===== src/rtl/bkpt_pkg.sv =====
package bkpt_pkg;

    // Control register layout, bit 0 is flow_en
    typedef struct packed {
        logic c1_wr;
        logic c1_rd;
        logic c0_wr;
        logic c0_rd;
        logic range_on;
        logic c1_data;
        logic c0_data;
        logic c1_en;
        logic c0_en;
        logic p1_en;
        logic p0_en;
        logic step_en;
        logic flow_en;
    } ctrl_t;

    localparam int CTRL_W = $bits(ctrl_t);

    // Status bit indices
    localparam int SRC_FLOW = 0;
    localparam int SRC_STEP = 1;
    localparam int SRC_P0   = 2;
    localparam int SRC_P1   = 3;
    localparam int SRC_C0   = 4;
    localparam int SRC_C1   = 5;
    localparam int NSRC     = 6;

    // Register indices
    localparam logic [2:0] REG_CTRL = 3'd0;
    localparam logic [2:0] REG_P0   = 3'd1;
    localparam logic [2:0] REG_P1   = 3'd2;
    localparam logic [2:0] REG_C0   = 3'd3;
    localparam logic [2:0] REG_C1   = 3'd4;
    localparam logic [2:0] REG_STAT = 3'd5;

    localparam int NCMP = 4;

endpackage


===== src/rtl/bkpt_addr_cmp.sv =====
module bkpt_addr_cmp #(
    parameter int AW = 16
) (
    input  logic [AW-1:0] addr,
    input  logic [AW-1:0] ref_val,
    input  logic [AW-1:0] care,
    output logic          match
);
    always_comb begin
        match = (((addr ^ ref_val) & care) == '0);
    end
endmodule


===== src/rtl/bkpt_flow_mon.sv =====
module bkpt_flow_mon #(
    parameter int PC_W = 16
) (
    input  logic            clk,
    input  logic            rst_n,
    input  logic            en,
    input  logic            flow_en,
    input  logic            step_en,
    input  logic            fetch_vld,
    input  logic [PC_W-1:0] fetch_pc,
    output logic            flow_hit,
    output logic            step_hit
);
    typedef struct packed {
        logic [PC_W-1:0] prev_pc;
        logic            have_prev;
        logic            step_seen;
    } mon_t;

    mon_t mon_d, mon_q;

    always_comb begin
        mon_d    = mon_q;
        flow_hit = 1'b0;
        step_hit = 1'b0;

        if (fetch_vld) begin
            flow_hit = en && flow_en && mon_q.have_prev &&
                       (fetch_pc != (mon_q.prev_pc + PC_W'(1)));
            mon_d.prev_pc   = fetch_pc;
            mon_d.have_prev = 1'b1;
        end

        if (!step_en) begin
            mon_d.step_seen = 1'b0;
        end else if (en && fetch_vld) begin
            step_hit        = mon_q.step_seen;
            mon_d.step_seen = !mon_q.step_seen;
        end
    end

    always_ff @(posedge clk or negedge rst_n) begin
        if (!rst_n) mon_q <= '0;
        else        mon_q <= mon_d;
    end

    // The step bit self-clears on a hit, so two hits never follow each other
    AST_STEP_SINGLE: assert property (@(posedge clk) disable iff (!rst_n)
        step_hit |=> !step_hit);

    AST_FIRST_FETCH_NO_FLOW: assert property (@(posedge clk) disable iff (!rst_n)
        (!mon_q.have_prev) |-> !flow_hit);

endmodule


===== src/rtl/bkpt_cfg_regs.sv =====
module bkpt_cfg_regs
    import bkpt_pkg::*;
#(
    parameter int REG_W = 16
) (
    input  logic             clk,
    input  logic             rst_n,
    input  logic             reg_wr,
    input  logic [2:0]       reg_addr,
    input  logic [REG_W-1:0] reg_wdata,
    input  logic [NSRC-1:0]  hit_set,
    input  logic             step_done,
    output ctrl_t            ctrl,
    output logic [REG_W-1:0] p0_val,
    output logic [REG_W-1:0] p1_val,
    output logic [REG_W-1:0] c0_val,
    output logic [REG_W-1:0] c1_val,
    output logic [NSRC-1:0]  status,
    output logic [REG_W-1:0] reg_rdata
);
    typedef struct packed {
        ctrl_t            ctrl;
        logic [REG_W-1:0] p0;
        logic [REG_W-1:0] p1;
        logic [REG_W-1:0] c0;
        logic [REG_W-1:0] c1;
        logic [NSRC-1:0]  stat;
    } cfg_t;

    cfg_t cfg_d, cfg_q;

    always_comb begin
        cfg_d = cfg_q;
        if (reg_wr) begin
            unique case (reg_addr)
                REG_CTRL: cfg_d.ctrl = ctrl_t'(reg_wdata[CTRL_W-1:0]);
                REG_P0:   cfg_d.p0   = reg_wdata;
                REG_P1:   cfg_d.p1   = reg_wdata;
                REG_C0:   cfg_d.c0   = reg_wdata;
                REG_C1:   cfg_d.c1   = reg_wdata;
                REG_STAT: cfg_d.stat = cfg_q.stat & ~reg_wdata[NSRC-1:0];
                default:  ;
            endcase
        end
        if (step_done) cfg_d.ctrl.step_en = 1'b0;
        cfg_d.stat = cfg_d.stat | hit_set;
    end

    always_ff @(posedge clk or negedge rst_n) begin
        if (!rst_n) cfg_q <= '0;
        else        cfg_q <= cfg_d;
    end

    always_comb begin
        unique case (reg_addr)
            REG_CTRL: reg_rdata = REG_W'(cfg_q.ctrl);
            REG_P0:   reg_rdata = cfg_q.p0;
            REG_P1:   reg_rdata = cfg_q.p1;
            REG_C0:   reg_rdata = cfg_q.c0;
            REG_C1:   reg_rdata = cfg_q.c1;
            REG_STAT: reg_rdata = REG_W'(cfg_q.stat);
            default:  reg_rdata = '0;
        endcase
    end

    assign ctrl   = cfg_q.ctrl;
    assign p0_val = cfg_q.p0;
    assign p1_val = cfg_q.p1;
    assign c0_val = cfg_q.c0;
    assign c1_val = cfg_q.c1;
    assign status = cfg_q.stat;

    AST_W1C_CLEARS: assert property (@(posedge clk) disable iff (!rst_n)
        (reg_wr && reg_addr == REG_STAT) |=>
        ((cfg_q.stat & $past(reg_wdata[NSRC-1:0] & ~hit_set)) == '0));

    AST_SET_WINS: assert property (@(posedge clk) disable iff (!rst_n)
        (|hit_set) |=> ((cfg_q.stat & $past(hit_set)) == $past(hit_set)));

    AST_RANGE_MUTES_C1: assert property (@(posedge clk) disable iff (!rst_n)
        (cfg_q.ctrl.range_on && !cfg_q.stat[SRC_C1]) |=> !cfg_q.stat[SRC_C1]);

endmodule


===== src/rtl/bkpt_unit.sv =====
module bkpt_unit
    import bkpt_pkg::*;
#(
    parameter int PC_W  = 16,
    parameter int DA_W  = 16,
    parameter int REG_W = 16
) (
    input  logic             clk,
    input  logic             rst_n,
    input  logic             dbg_en_strap,
    input  logic             lock_a,
    input  logic             lock_b,
    input  logic             fetch_vld,
    input  logic [PC_W-1:0]  fetch_pc,
    input  logic             dacc_vld,
    input  logic             dacc_wr,
    input  logic [DA_W-1:0]  dacc_addr,
    input  logic             reg_wr,
    input  logic [2:0]       reg_addr,
    input  logic [REG_W-1:0] reg_wdata,
    output logic [REG_W-1:0] reg_rdata,
    output logic             brk_req
);
    localparam int CMP_W = (PC_W > DA_W) ? PC_W : DA_W;
    localparam logic [CMP_W-1:0] PC_CARE = CMP_W'({PC_W{1'b1}});
    localparam logic [CMP_W-1:0] DA_CARE = CMP_W'({DA_W{1'b1}});

    ctrl_t            ctrl;
    logic [REG_W-1:0] p0_val, p1_val, c0_val, c1_val;
    logic [NSRC-1:0]  status;
    logic [NSRC-1:0]  hit;
    logic             unit_en;
    logic             flow_hit, step_hit;

    logic [CMP_W-1:0] cmp_addr [NCMP];
    logic [CMP_W-1:0] cmp_ref  [NCMP];
    logic [CMP_W-1:0] cmp_care [NCMP];
    logic [NCMP-1:0]  cmp_match;

    typedef struct packed {
        logic brk;
    } out_t;

    out_t out_d, out_q;

    assign unit_en = dbg_en_strap && !lock_a && !lock_b;

    bkpt_cfg_regs #(.REG_W(REG_W)) cfg_i (
        .clk       (clk),
        .rst_n     (rst_n),
        .reg_wr    (reg_wr),
        .reg_addr  (reg_addr),
        .reg_wdata (reg_wdata),
        .hit_set   (hit),
        .step_done (hit[SRC_STEP]),
        .ctrl      (ctrl),
        .p0_val    (p0_val),
        .p1_val    (p1_val),
        .c0_val    (c0_val),
        .c1_val    (c1_val),
        .status    (status),
        .reg_rdata (reg_rdata)
    );

    bkpt_flow_mon #(.PC_W(PC_W)) mon_i (
        .clk       (clk),
        .rst_n     (rst_n),
        .en        (unit_en),
        .flow_en   (ctrl.flow_en),
        .step_en   (ctrl.step_en),
        .fetch_vld (fetch_vld),
        .fetch_pc  (fetch_pc),
        .flow_hit  (flow_hit),
        .step_hit  (step_hit)
    );

    // Comparator operands: 0/1 dedicated program, 2/3 shared
    always_comb begin
        cmp_addr[0] = CMP_W'(fetch_pc);
        cmp_addr[1] = CMP_W'(fetch_pc);
        cmp_addr[2] = ctrl.c0_data ? CMP_W'(dacc_addr) : CMP_W'(fetch_pc);
        cmp_addr[3] = ctrl.c1_data ? CMP_W'(dacc_addr) : CMP_W'(fetch_pc);
        cmp_ref[0]  = p0_val[CMP_W-1:0];
        cmp_ref[1]  = p1_val[CMP_W-1:0];
        cmp_ref[2]  = c0_val[CMP_W-1:0];
        cmp_ref[3]  = c1_val[CMP_W-1:0];
        cmp_care[0] = PC_CARE;
        cmp_care[1] = PC_CARE;
        cmp_care[2] = (ctrl.c0_data ? DA_CARE : PC_CARE) &
                      (ctrl.range_on ? c1_val[CMP_W-1:0] : '1);
        cmp_care[3] = ctrl.c1_data ? DA_CARE : PC_CARE;
    end

    for (genvar g = 0; g < NCMP; g++) begin : g_cmp
        bkpt_addr_cmp #(.AW(CMP_W)) cmp_i (
            .addr    (cmp_addr[g]),
            .ref_val (cmp_ref[g]),
            .care    (cmp_care[g]),
            .match   (cmp_match[g])
        );
    end

    function automatic logic qual(input logic is_data, input logic rd_ok,
                                  input logic wr_ok, input logic f_vld,
                                  input logic d_vld, input logic d_wr);
        if (is_data) return d_vld && (d_wr ? wr_ok : rd_ok);
        return f_vld;
    endfunction

    always_comb begin
        hit           = '0;
        hit[SRC_FLOW] = flow_hit;
        hit[SRC_STEP] = step_hit;
        hit[SRC_P0]   = ctrl.p0_en && fetch_vld && cmp_match[0];
        hit[SRC_P1]   = ctrl.p1_en && fetch_vld && cmp_match[1];
        hit[SRC_C0]   = ctrl.c0_en && cmp_match[2] &&
                        qual(ctrl.c0_data, ctrl.c0_rd, ctrl.c0_wr,
                             fetch_vld, dacc_vld, dacc_wr);
        hit[SRC_C1]   = ctrl.c1_en && !ctrl.range_on && cmp_match[3] &&
                        qual(ctrl.c1_data, ctrl.c1_rd, ctrl.c1_wr,
                             fetch_vld, dacc_vld, dacc_wr);
        if (!unit_en) hit = '0;
        out_d.brk = |hit;
    end

    always_ff @(posedge clk or negedge rst_n) begin
        if (!rst_n) out_q <= '0;
        else        out_q <= out_d;
    end

    assign brk_req = out_q.brk;

    AST_DISABLED_QUIET: assert property (@(posedge clk) disable iff (!rst_n)
        (!dbg_en_strap || lock_a || lock_b) |=> !brk_req);

    AST_STALL_QUIET: assert property (@(posedge clk) disable iff (!rst_n)
        (!fetch_vld && !dacc_vld) |=> !brk_req);

    AST_BRK_HAS_SRC: assert property (@(posedge clk) disable iff (!rst_n)
        brk_req |-> (status != '0));

    AST_DISABLED_NO_STATUS: assert property (@(posedge clk) disable iff (!rst_n)
        (!unit_en && !reg_wr) |=> $stable(status));

endmodule


===== config.mk =====
export PLATFORM = sky130hd
export DESIGN_NAME = bkpt_unit
export DESIGN_NICKNAME = d
export VERILOG_FILES = /design/src/rtl/bkpt_pkg.sv /design/src/rtl/bkpt_addr_cmp.sv /design/src/rtl/bkpt_flow_mon.sv /design/src/rtl/bkpt_cfg_regs.sv /design/src/rtl/bkpt_unit.sv
export SDC_FILE = /design/constraint.sdc
export NUM_CORES = 1
export LEC_CHECK = 0
export BUFFER_PORTS_ARGS = -buffer_cell sky130_fd_sc_hd__buf_2
export CORE_AREA = 4 4 119 109
export DETAILED_ROUTE_END_ITERATION = 6
export DIE_AREA = 0 0 123 113
export GPL_TIMING_DRIVEN = 0
export PLACE_DENSITY_LB_ADDON = 0.08
export SYNTH_ARGS = -nofsm -noshare
export SYNTH_HDL_FRONTEND = slang
export SYNTH_SLANG_ARGS = --single-unit
export TNS_END_PERCENT = 10

===== constraint.sdc =====
create_clock -name clk -period 3.4 [get_ports clk]
set_input_delay 0.51 -clock clk [delete_from_list [all_inputs] [get_ports clk]]
set_output_delay 0.51 -clock clk [all_outputs]
set_load 0.005 [all_outputs]

==> qor.txt <==
Router iterations before antenna repair - 5
Yosys Warn Count - 0
Setup TNS - 0 ps
Hold Vio Cnt, Final - 0
ANT nets after route - 0
Area Growth Syn to Fin - 12.46%
TritonCTS clock tree - done
DP Area - 6857 sq um
Met3 Usage GRT - 7.596%
Vias in the first global route - 5076
Die Y-Extent - 113 microns
M2 GR Usage - 43.35%
WP data required - 2890 ps
Max-cap violations - 0
Final instance area - 7126 sq um
Setup crit end kind - output port
Final min period - 3228 ps
Outcome - completed
FMAX - 309.8 MHz
WL final - 19350 microns
H-tree Lvls - 3
Pwr dens - 536.8 nW/um^2
Synth area leaders - dfrtp_1, mux2_2, xnor2_1, mux2i_1, xor2_1
Post-Syn Area - 6336 sq um
Global Route Usage Sum - 28.84%
Worst skew pair latency - 360 ps
DP Wirelength - 14280 microns
Register area share after synthesis - 40.28%
CP arrival - 2720 ps
Clock root buffer - clkbuf_16
Avg WL per Cell - 23.32 microns
DR DRC count - 0
Fraction of layout cells with a size suffix above 1 - 27.91%
Largest net degree at the start of global routing - 69
Die area - 13900 sq um
Clock Sinks - 102
Met1 GRT Util - 41.38%
Cell repeated most along the worst path - buf_2
Critical path class - primary input to output port
# IOs - 77
Main synth FF type - dfrtp_1
Initial Util - 53.52%
Register Area - 2552 sq um
Fillers - 1029
Final #Nets - 726
Leading area contributor after synthesis - dfrtp_1
Initial drt markers - 485
Initial antenna violation count - 0
Relative slew slack - 9.030%
Die Wd - 123 microns
Reg clk slew, reported paths - 70 ps
Pins Over Slew Limit - 0
Worst-margin pin slew - 1354 ps
Flops & latches, synth - 102
Vias - 5108
CTS Buffer Depth - 2
GRT overflow - 0
Syn Area/Cell - 10.65 sq um
Core box area - 11840 sq um
Library cells used by synthesis - 51
Global-route wire length before repair - 29640 microns
GR peak layer - met2
Skew final - 6.405 ps
Synth top area share - 40.28%
CP max FO - 10
Syn nets - 656
Critical Path, Cell by Cell - buf_2 > buf_1 > clkbuf_1 > nor2_1 > nand3_1 > o21ai_0 > buf_2
GPL Wtd Cong - 0.9261
Total CTS buffers - 9
Hold Crit Class - primary input to asynchronous set/reset pin
Multi-input gate area - 3550 sq um
Antenna diode count - 0
Max incr delay on CP - 690 ps
Via density - 6.154
Post-CTS Setup Inserts - 0
Rows - 38
FFs w/ async S/R, synth - 100.0%
Port Buf Inserts - 58
Nature of the critical path startpoint - primary input
Final period utilization - 94.94%
Peak VDD IR - 0.0003823 V
Number of synthesized flops with an enable pin - 0
P_leak - 2.982 nW
RSZ-0062 raised after global routing - no
Final setup viols - 0
CP max stage cell - clkbuf_1
Cells after Synth - 595
placed cells by master (no fill, tap or decap), drive strengths merged, types with 11 or more instances in the layout:
cell / n
clkbuf: 44
o21ai: 28
nor4: 11
inv: 11
nand2: 36
mux2: 92
nand3: 16
buf: 66
xnor2: 61
xor2: 17
dfrtp: 102
nor2: 26
mux2i: 52
critical path: cells and delay by family:
family          cells  cell delay (ps)
buf+inv             4             1600
simple gates        2              450
compound gates      1              150
sequential cells by signal (all words and copies together) (netlist names):
name / count
cfg_i.c0_val: 16
mon_i.mon_q: 18
cfg_i.status: 6
cfg_i.p0_val: 16
cfg_i.ctrl: 13
cfg_i.c1_val: 16
brk_req: 1
cfg_i.p1_val: 16
final cells by class:
cell class | instances | area share, %
clock inverters | 6 | 0.5443
inverters | 11 | 0.5795
clock buffers | 10 | 3.213
plain buffers | 42 | 2.722
repair buffers | 59 | 4.495
multi-input cells | 440 | 49.82
flip-flops and latches | 102 | 35.82
well taps | 160 | 2.809
cell usage after synthesis (2+ instances only):
cell,number
or3_1,2
mux2_2,92
clkbuf_1,30
nor2_1,26
o2111ai_1,5
nand4_1,8
o21ai_0,28
and2_1,2
or4_1,6
nor4_1,10
nand2b_1,4
nand3b_1,3
a21oi_1,9
xnor2_1,61
clkbuf_2,3
nor3_1,2
o221ai_1,6
buf_2,2
mux4_2,4
nand3_1,16
a31oi_1,9
o22ai_1,8
xor2_1,17
nor3b_1,2
mux2i_1,52
or2_2,3
buf_1,6
nor2b_1,4
dfrtp_1,102
inv_1,11
and3_1,3
nand2_1,35
a22oi_1,3
a21o_1,3
and4_1,2
layer usage:
| layer | vias to the layer above | routed length (microns) |
|---|---|---|
| met5 | - | 0 |
| met4 | 0 | 422 |
| met3 | 34 | 1650 |
| met2 | 242 | 8666 |
| met1 | 2553 | 8615 |
| li1 | 2279 | - |
worst paths after layout:
check                                start                to  slack (ps)  depth (start not counted)
min in group clk             reg_wdata[13]  cfg_i.p0_val[13]         420                          2
min                                  rst_n   cfg_i.c1_val[1]         120                          1
max                            reg_addr[1]      reg_rdata[6]         170                          7
max in group asynchronous            rst_n  cfg_i.p0_val[14]        2580                          2
min reg2reg                cfg_i.status[2]   cfg_i.status[2]         470                          2
max reg2reg                  cfg_i.ctrl[7]           brk_req         360                          8
per-stage QoR:
step,power (mW),cells,hold slack (ps),setup WS (ps),util [%]
floorplan,2.439,595,214.4,806.0,-
global placement,2.807,813,448.1,40.41,57.66
detailed placement,2.841,814,453.1,56.55,57.92
CTS,3.810,830,131.3,30.16,60.18
global route,3.998,830,149.3,87.54,60.19
finish,3.825,830,115.2,171.9,60.19
cell families after synthesis:
logic type,share of synthesized area [%]
muxes,25.99
DFF,40.28
xor gates and xnor gates,10.78
and+or+nand+nor,11.41
adders and majority gates,0.1974
buffers and inverters,3.693
AOI/OAI and AO/OA,7.642
repair_timing:
action / 4_1_cts / 5_1_grt
hold buffers: 0 / 0
setup endpoints to repair: 0 / 8
gates resized for setup: 0 / 1
power by group:
group | total [mW] | internal [mW] | switching (mW)
Clock | 0.977 | 0.495 | 0.483
Sequential | 1.69 | 1.44 | 0.253
Combinational | 1.15 | 0.577 | 0.578
No activity file was read; power rests on OpenSTA's default activity.
